--- src/rtl/ohb_pkg.sv ---
package ohb_pkg;
  typedef enum logic [1:0] {
    SER_IDLE,
    SER_ADDR,
    SER_GAP,
    SER_DATA
  } ser_state_t;
endpackage

--- src/rtl/ohb_mask.sv ---
// Value selection: parity bytes become an error mask, others pass through.
module ohb_mask #(
  parameter int DATA_W = 8
) (
  input  logic [DATA_W-1:0] raw,
  input  logic              is_par,
  input  logic [DATA_W-1:0] exp_par,
  output logic [DATA_W-1:0] value
);
  always_comb begin
    if (is_par) value = raw ^ exp_par;
    else        value = raw;
  end
endmodule

--- src/rtl/ohb_fifo.sv ---
// Simple queue; storage array has no reset so it maps onto RAM.
module ohb_fifo #(
  parameter int WIDTH = 18,
  parameter int DEPTH = 4
) (
  input  logic             clk,
  input  logic             rst,
  input  logic             wr_en,
  input  logic [WIDTH-1:0] wr_data,
  input  logic             rd_en,
  output logic [WIDTH-1:0] rd_data,
  output logic             empty,
  output logic             full
);
  localparam int PTR_W = (DEPTH > 1) ? $clog2(DEPTH) : 1;
  localparam int CNT_W = $clog2(DEPTH + 1);
  localparam logic [PTR_W-1:0] LAST = PTR_W'(DEPTH - 1);
  localparam logic [CNT_W-1:0] FULL_CNT = CNT_W'(DEPTH);

  logic [WIDTH-1:0] mem [DEPTH];
  logic [PTR_W-1:0] wr_ptr, rd_ptr;
  logic [CNT_W-1:0] count;
  logic             do_wr, do_rd;

  assign empty   = (count == '0);
  assign full    = (count == FULL_CNT);
  assign do_wr   = wr_en && !full;
  assign do_rd   = rd_en && !empty;
  assign rd_data = mem[rd_ptr];

  always_ff @(posedge clk) begin
    if (do_wr) mem[wr_ptr] <= wr_data;
  end

  always_ff @(posedge clk) begin
    if (rst) begin
      wr_ptr <= '0;
      rd_ptr <= '0;
      count  <= '0;
    end else begin
      if (do_wr) wr_ptr <= (wr_ptr == LAST) ? '0 : wr_ptr + 1'b1;
      if (do_rd) rd_ptr <= (rd_ptr == LAST) ? '0 : rd_ptr + 1'b1;
      case ({do_wr, do_rd})
        2'b10:   count <= count + 1'b1;
        2'b01:   count <= count - 1'b1;
        default: count <= count;
      endcase
    end
  end
endmodule

--- src/rtl/ohb_serializer.sv ---
// Transfer sequencer: address field, one quiet cycle, data field.
module ohb_serializer
  import ohb_pkg::*;
#(
  parameter int ADDR_W = 10,
  parameter int DATA_W = 8
) (
  input  logic              clk,
  input  logic              rst,
  input  logic              en,
  input  logic              q_empty,
  input  logic [ADDR_W-1:0] head_addr,
  input  logic [DATA_W-1:0] head_data,
  output logic              pop,
  output logic              ale,
  output logic              addr_o,
  output logic              dle,
  output logic              data_o
);
  localparam int MAXW  = (ADDR_W > DATA_W) ? ADDR_W : DATA_W;
  localparam int CNT_W = $clog2(MAXW);

  ser_state_t        state;
  logic [CNT_W-1:0]  cnt;
  logic [ADDR_W-1:0] ash;
  logic [DATA_W-1:0] dsh;
  logic              at_end;

  assign at_end = (state == SER_DATA) && (cnt == '0);
  assign pop    = en && !q_empty && ((state == SER_IDLE) || at_end);

  always_ff @(posedge clk) begin
    if (rst) begin
      state  <= SER_IDLE;
      cnt    <= '0;
      ash    <= '0;
      dsh    <= '0;
      ale    <= 1'b0;
      addr_o <= 1'b0;
      dle    <= 1'b0;
      data_o <= 1'b0;
    end else if (pop) begin
      state  <= SER_ADDR;
      ale    <= 1'b1;
      addr_o <= head_addr[ADDR_W-1];
      ash    <= {head_addr[ADDR_W-2:0], 1'b0};
      dsh    <= head_data;
      cnt    <= CNT_W'(ADDR_W - 1);
      dle    <= 1'b0;
      data_o <= 1'b0;
    end else begin
      case (state)
        SER_ADDR: begin
          if (cnt == '0) begin
            state  <= SER_GAP;
            ale    <= 1'b0;
            addr_o <= 1'b0;
          end else begin
            addr_o <= ash[ADDR_W-1];
            ash    <= {ash[ADDR_W-2:0], 1'b0};
            cnt    <= cnt - 1'b1;
          end
        end
        SER_GAP: begin
          state  <= SER_DATA;
          dle    <= 1'b1;
          data_o <= dsh[DATA_W-1];
          dsh    <= {dsh[DATA_W-2:0], 1'b0};
          cnt    <= CNT_W'(DATA_W - 1);
        end
        SER_DATA: begin
          if (cnt == '0) begin
            state  <= SER_IDLE;
            dle    <= 1'b0;
            data_o <= 1'b0;
          end else begin
            data_o <= dsh[DATA_W-1];
            dsh    <= {dsh[DATA_W-2:0], 1'b0};
            cnt    <= cnt - 1'b1;
          end
        end
        default: begin
          state  <= SER_IDLE;
          ale    <= 1'b0;
          addr_o <= 1'b0;
          dle    <= 1'b0;
          data_o <= 1'b0;
        end
      endcase
    end
  end
endmodule

--- src/rtl/ohb_serial_tx.sv ---
module ohb_serial_tx #(
  parameter int ADDR_W     = 10,
  parameter int DATA_W     = 8,
  parameter int FIFO_DEPTH = 4
) (
  input  logic              clk,
  input  logic              rst,
  input  logic              port_en,
  input  logic              in_valid,
  input  logic [ADDR_W-1:0] in_addr,
  input  logic [DATA_W-1:0] in_data,
  input  logic              in_is_par,
  input  logic [DATA_W-1:0] in_exp_par,
  output logic              ale,
  output logic              addr_o,
  output logic              dle,
  output logic              data_o,
  output logic              overflow
);
  localparam int ENTRY_W = ADDR_W + DATA_W;

  logic [DATA_W-1:0]  value;
  logic [ENTRY_W-1:0] head;
  logic               q_empty, q_full, pop;

  ohb_mask #(.DATA_W(DATA_W)) u_mask (
    .raw     (in_data),
    .is_par  (in_is_par),
    .exp_par (in_exp_par),
    .value   (value)
  );

  ohb_fifo #(.WIDTH(ENTRY_W), .DEPTH(FIFO_DEPTH)) u_fifo (
    .clk     (clk),
    .rst     (rst),
    .wr_en   (in_valid),
    .wr_data ({in_addr, value}),
    .rd_en   (pop),
    .rd_data (head),
    .empty   (q_empty),
    .full    (q_full)
  );

  ohb_serializer #(.ADDR_W(ADDR_W), .DATA_W(DATA_W)) u_ser (
    .clk       (clk),
    .rst       (rst),
    .en        (port_en),
    .q_empty   (q_empty),
    .head_addr (head[ENTRY_W-1:DATA_W]),
    .head_data (head[DATA_W-1:0]),
    .pop       (pop),
    .ale       (ale),
    .addr_o    (addr_o),
    .dle       (dle),
    .data_o    (data_o)
  );

  always_ff @(posedge clk) begin
    if (rst)                     overflow <= 1'b0;
    else if (in_valid && q_full) overflow <= 1'b1;
  end
endmodule

--- config.mk ---
export PLATFORM = sky130hd
export DESIGN_NAME = ohb_serial_tx
export DESIGN_NICKNAME = d
export VERILOG_FILES = /design/src/rtl/ohb_pkg.sv /design/src/rtl/ohb_mask.sv /design/src/rtl/ohb_fifo.sv /design/src/rtl/ohb_serializer.sv /design/src/rtl/ohb_serial_tx.sv
export SDC_FILE = /design/constraint.sdc
export NUM_CORES = 1
export LEC_CHECK = 0
export BUFFER_PORTS_ARGS = -buffer_cell sky130_fd_sc_hd__clkbuf_2
export CORE_ASPECT_RATIO = 0.75
export CORE_MARGIN = 3
export CORE_UTILIZATION = 30
export CTS_BUF_LIST = sky130_fd_sc_hd__clkbuf_8
export CTS_CLUSTER_DIAMETER = 30
export DETAILED_ROUTE_END_ITERATION = 8
export PLACE_DENSITY = 0.52
export SYNTH_ARGS = -nofsm -noshare
export SYNTH_HDL_FRONTEND = slang
export SYNTH_HIERARCHICAL = 1
export SYNTH_SLANG_ARGS = --single-unit
--- constraint.sdc ---
create_clock -name clk -period 2.95 [get_ports clk]
set_input_delay 0.59 -clock clk [delete_from_list [all_inputs] [get_ports clk]]
set_output_delay 0.59 -clock clk [all_outputs]
set_load 0.005 [all_outputs]
==> flow_summary.yaml <==
run_status:
  status: "finished, final reports clean"
timing:
  setup-violations-final: 0
  fin_crit_sh_pct: 91.67
  max_freq_mhz: 369.8
  slew-limit-headroom_pct: 46.49
  hold_ws_ns: 0.4270
  worst_pin_slew_ns: 0.8016
  fin_skew_ns: 0.009868
  finalHoldViolCount: 0
  period_minus_slack_ns: 2.704
  setup_tns_ns: 0
  slew_viol_final: 0
  rsz0062_at_grt: "no"
clock_tree:
  cts_buffers: 9
  cts_tree: "yes"
  clockBufferDepth: 2
  root_buffer: "clkbuf_8"
  worstSkewPairLatency_ns: 0.38
  clock-sinks: 109
  clk_pin_slew_worst_paths_ns: 0.10
  cts_setup_buffers: 0
  cts-htree-levels: 3
placed_design:
  hpwl_um: 5638
  routabilityCongestion: 0.8061
  dpl.cell_count: 542
  io_buffers: 35
layout:
  drive_above_1_share_pct: 29.61
  fin_cells: 558
  fill_cells: 1450
  diodes: 0
  multi_input_area_um2: 1573
  syn2layout_area_growth_pct: 11.80
  seq_area_um2: 2904
  final_nets: 396
hold_path:
  hold_class: "in -> reg"
synthesis:
  async_reset_ff_share_pct: 0
  synth-seq-cells: 109
  seq_area_frac_synth_pct: 62.38
  yosysWarningCount: 6
  syn_nets: 363
  syn_area_um2: 4653
  syn_inst: 320
  syn_area_per_cell_um2: 14.54
  ys_types: 46
  synth_edf_count: 72
  synth-main-ff-cell: "edfxtp_1"
worst_setup_path:
  endpoint: "u_fifo/count[2]$_SDFFE_PP0P_"
  ff2ff_setup_slack_ns: 0.25
  path_cells: "ha_1, and4bb_2, o21ai_2, inv_2, o31ai_1, inv_1, ha_1, inv_1, fa_1, xor2_1, or3_2, a21oi_1"
  critPathLaunchType: "flip-flop"
  critical-path-top-delay-family: "adder cells"
  cp_num_buf_inv: 3
  rr_endpoint: "u_fifo/count[2]$_SDFFE_PP0P_"
  crit_fanout: 7
  endpoint_kind: "flip-flop"
  reg2reg_from: "u_ser/state[1]$_SDFFE_PP0P_"
  path_class: "reg -> reg"
  crit_start: "u_ser/state[1]$_SDFFE_PP0P_"
  reg2regPathDepth: 12
  cp_num_cells: 12
  max_stage_delay_ns: 0.47
  cp_data_required_time_ns: 3.25
  crit_arrival_ns: 3.00
  cpMaxStageDelayCell: "dfxtp_1"
detailed_routing:
  vias: 2639
  wl_per_cell_um: 15.62
  firstDrtPassIters: 4
  vias_per_cell: 4.729
  detail-route-antenna-nets: 0
  drt_iter0_drc: 168
  drc: 0
  routed_wl_um: 8714
floorplanning:
  core_um2: 14830
  rows: 38
  dieWidth_um: 149.8
  io_pins: 36
  dieArea_um2: 17060
  initial_core_util_pct: 31.37
  die_h_um: 113.9
job:
  drv_cap: 0
global_routing:
  antenna_found_initial: 0
  grt_pass1_wl_um: 14380
  grt_max_degree: 39
  track_usage_pct: 10.93
  grt_pass1_vias: 2657
  gr-total-overflow: 0
pwr:
  leakagePower_nw: 1.859
  cellPowerDensity_nw_per_um2: 783.8
  peakVddDrop_mv: 0.2518
==> flip-flops by register name, indices dropped and copies added, names as in the netlist, named ones only <==
register / count
u_ser/dle: 1
u_fifo/mem: 72
u_ser/addr_o: 1
u_ser/ale: 1
u_fifo/wr_ptr: 2
u_fifo/rd_ptr: 2
u_ser/ash: 9
u_ser/data_o: 1
overflow: 1
u_ser/cnt: 4
u_fifo/count: 3
u_ser/dsh: 8
u_ser/state: 2
==> per-layer routing <==
| layer | track usage, % | vias up | share of wire, % |
|---|---|---|---|
| li1 | - | 1261 | - |
| met2 | 16.38 | 72 | 44 |
| met4 | 3.169 | 0 | 1.3 |
| met3 | 3.018 | 12 | 4.6 |
| met1 | 15.61 | 1294 | 50 |
| met5 | 0 | - | 0 |
==> placed cells by master, fill, tap and decap left out, types with 2 or more instances in the layout <==
| cell | count |
|---|---|
| edfxtp_1 | 72 |
| dfxtp_1 | 36 |
| clkbuf_2 | 35 |
| nor2_1 | 26 |
| mux4_2 | 18 |
| inv_1 | 13 |
| nand2_1 | 13 |
| mux2i_1 | 13 |
| a21oi_1 | 12 |
| nand3_1 | 12 |
| ha_1 | 11 |
| clkbuf_8 | 9 |
| nand2_2 | 9 |
| a311oi_1 | 9 |
| xnor2_2 | 8 |
| a211oi_1 | 8 |
| buf_4 | 5 |
| nor3_1 | 4 |
| and3_2 | 4 |
| o21ai_0 | 4 |
| inv_8 | 3 |
| or3b_1 | 2 |
| xor2_1 | 2 |
| or3_1 | 2 |
| a221oi_1 | 2 |
==> power by group <==
group | total (mW) | internal (mW) | switching, mW
combinational | 1.09 | 0.459 | 0.628
clock | 0.949 | 0.414 | 0.536
sequential | 2.04 | 1.88 | 0.161
==> cells in the mapped netlist (2+ instances only) <==
cell	instances	area (um^2)
a211oi_1	8	60.06
a21oi_1	12	60.06
a221oi_1	2	17.52
a311oi_1	9	78.83
and3_2	4	30.03
buf_2	4	20.02
buf_4	2	15.01
buf_6	6	67.56
clkbuf_1	6	22.52
dfxtp_1	37	740.7
edfxtp_1	72	2162
ha_1	11	137.6
inv_1	13	48.80
mux2i_1	13	130.1
mux4_2	18	405.4
nand2_1	13	48.80
nand2_2	9	56.30
nand3_1	12	60.06
nor2_1	26	97.59
nor3_1	4	20.02
o21ai_0	4	20.02
or3_1	2	12.51
or3b_1	2	17.52
xnor2_2	8	130.1
xor2_1	2	17.52
==> cell type report <==
cell class | count | area share (%)
tap | 200 | 4.810
timing repair buffer | 40 | 4.089
clock inverter | 7 | 1.659
sequential | 109 | 55.82
clock buffer | 9 | 2.381
multi-input combinational | 179 | 30.23
inverter | 14 | 1.010
==> worst min path at each step <==
| stage | startpoint | endpoint | slack, ns | cells past startpoint |
|---|---|---|---|---|
| 6_report | in_addr[5] | u_fifo/mem[2][13]$_DFFE_PP_ | 0.43 | 1 |
| 4_1_cts | in_addr[5] | u_fifo/mem[2][13]$_DFFE_PP_ | 0.40 | 1 |
| 3_5_place_dp | u_ser/data_o$_SDFFE_PP0N_ | u_ser/data_o$_SDFFE_PP0N_ | 0.45 | 2 |
| 3_3_place_gp | u_ser/data_o$_SDFFE_PP0N_ | u_ser/data_o$_SDFFE_PP0N_ | 0.45 | 2 |
| 2_1_floorplan | u_ser/dsh[0]$_SDFFE_PP0P_ | u_ser/dsh[0]$_SDFFE_PP0P_ | 0.45 | 2 |
| 5_1_grt | in_addr[2] | u_fifo/mem[3][10]$_DFFE_PP_ | 0.41 | 1 |
==> what timing repair did <==
| item | in CTS | in global routing |
|---|---|---|
| gates resized for setup | 0 | 1 |
| endpoints found under the setup margin | 0 | 1 |
| hold buffers | 0 | 0 |
==> stage by stage <==
step / total power [mW] / setup slack [ns] / cell area (um^2) / utilization (%)
2_1_floorplan: 2.961 / 0.1984 / 4653 / -
3_3_place_gp: 3.152 / 0.3592 / 4991 / 33.65
3_5_place_dp: 3.165 / 0.2561 / 4991 / 33.65
4_1_cts: 4.129 / 0.1985 / 5201 / 35.06
5_1_grt: 4.342 / 0.02790 / 5202 / 35.07
6_report: 4.078 / 0.2459 / 5202 / 35.07
==> cell families after synthesis <==
| logic type | synth area share (%) |
|---|---|
| compound gates | 6.857 |
| mux | 11.51 |
| buf+inv | 3.818 |
| simple gates | 8.874 |
| xor+xnor | 3.173 |
| flops | 62.38 |
| fa+ha+maj | 3.388 |
Note: power is estimated with default switching activity, not from simulation.
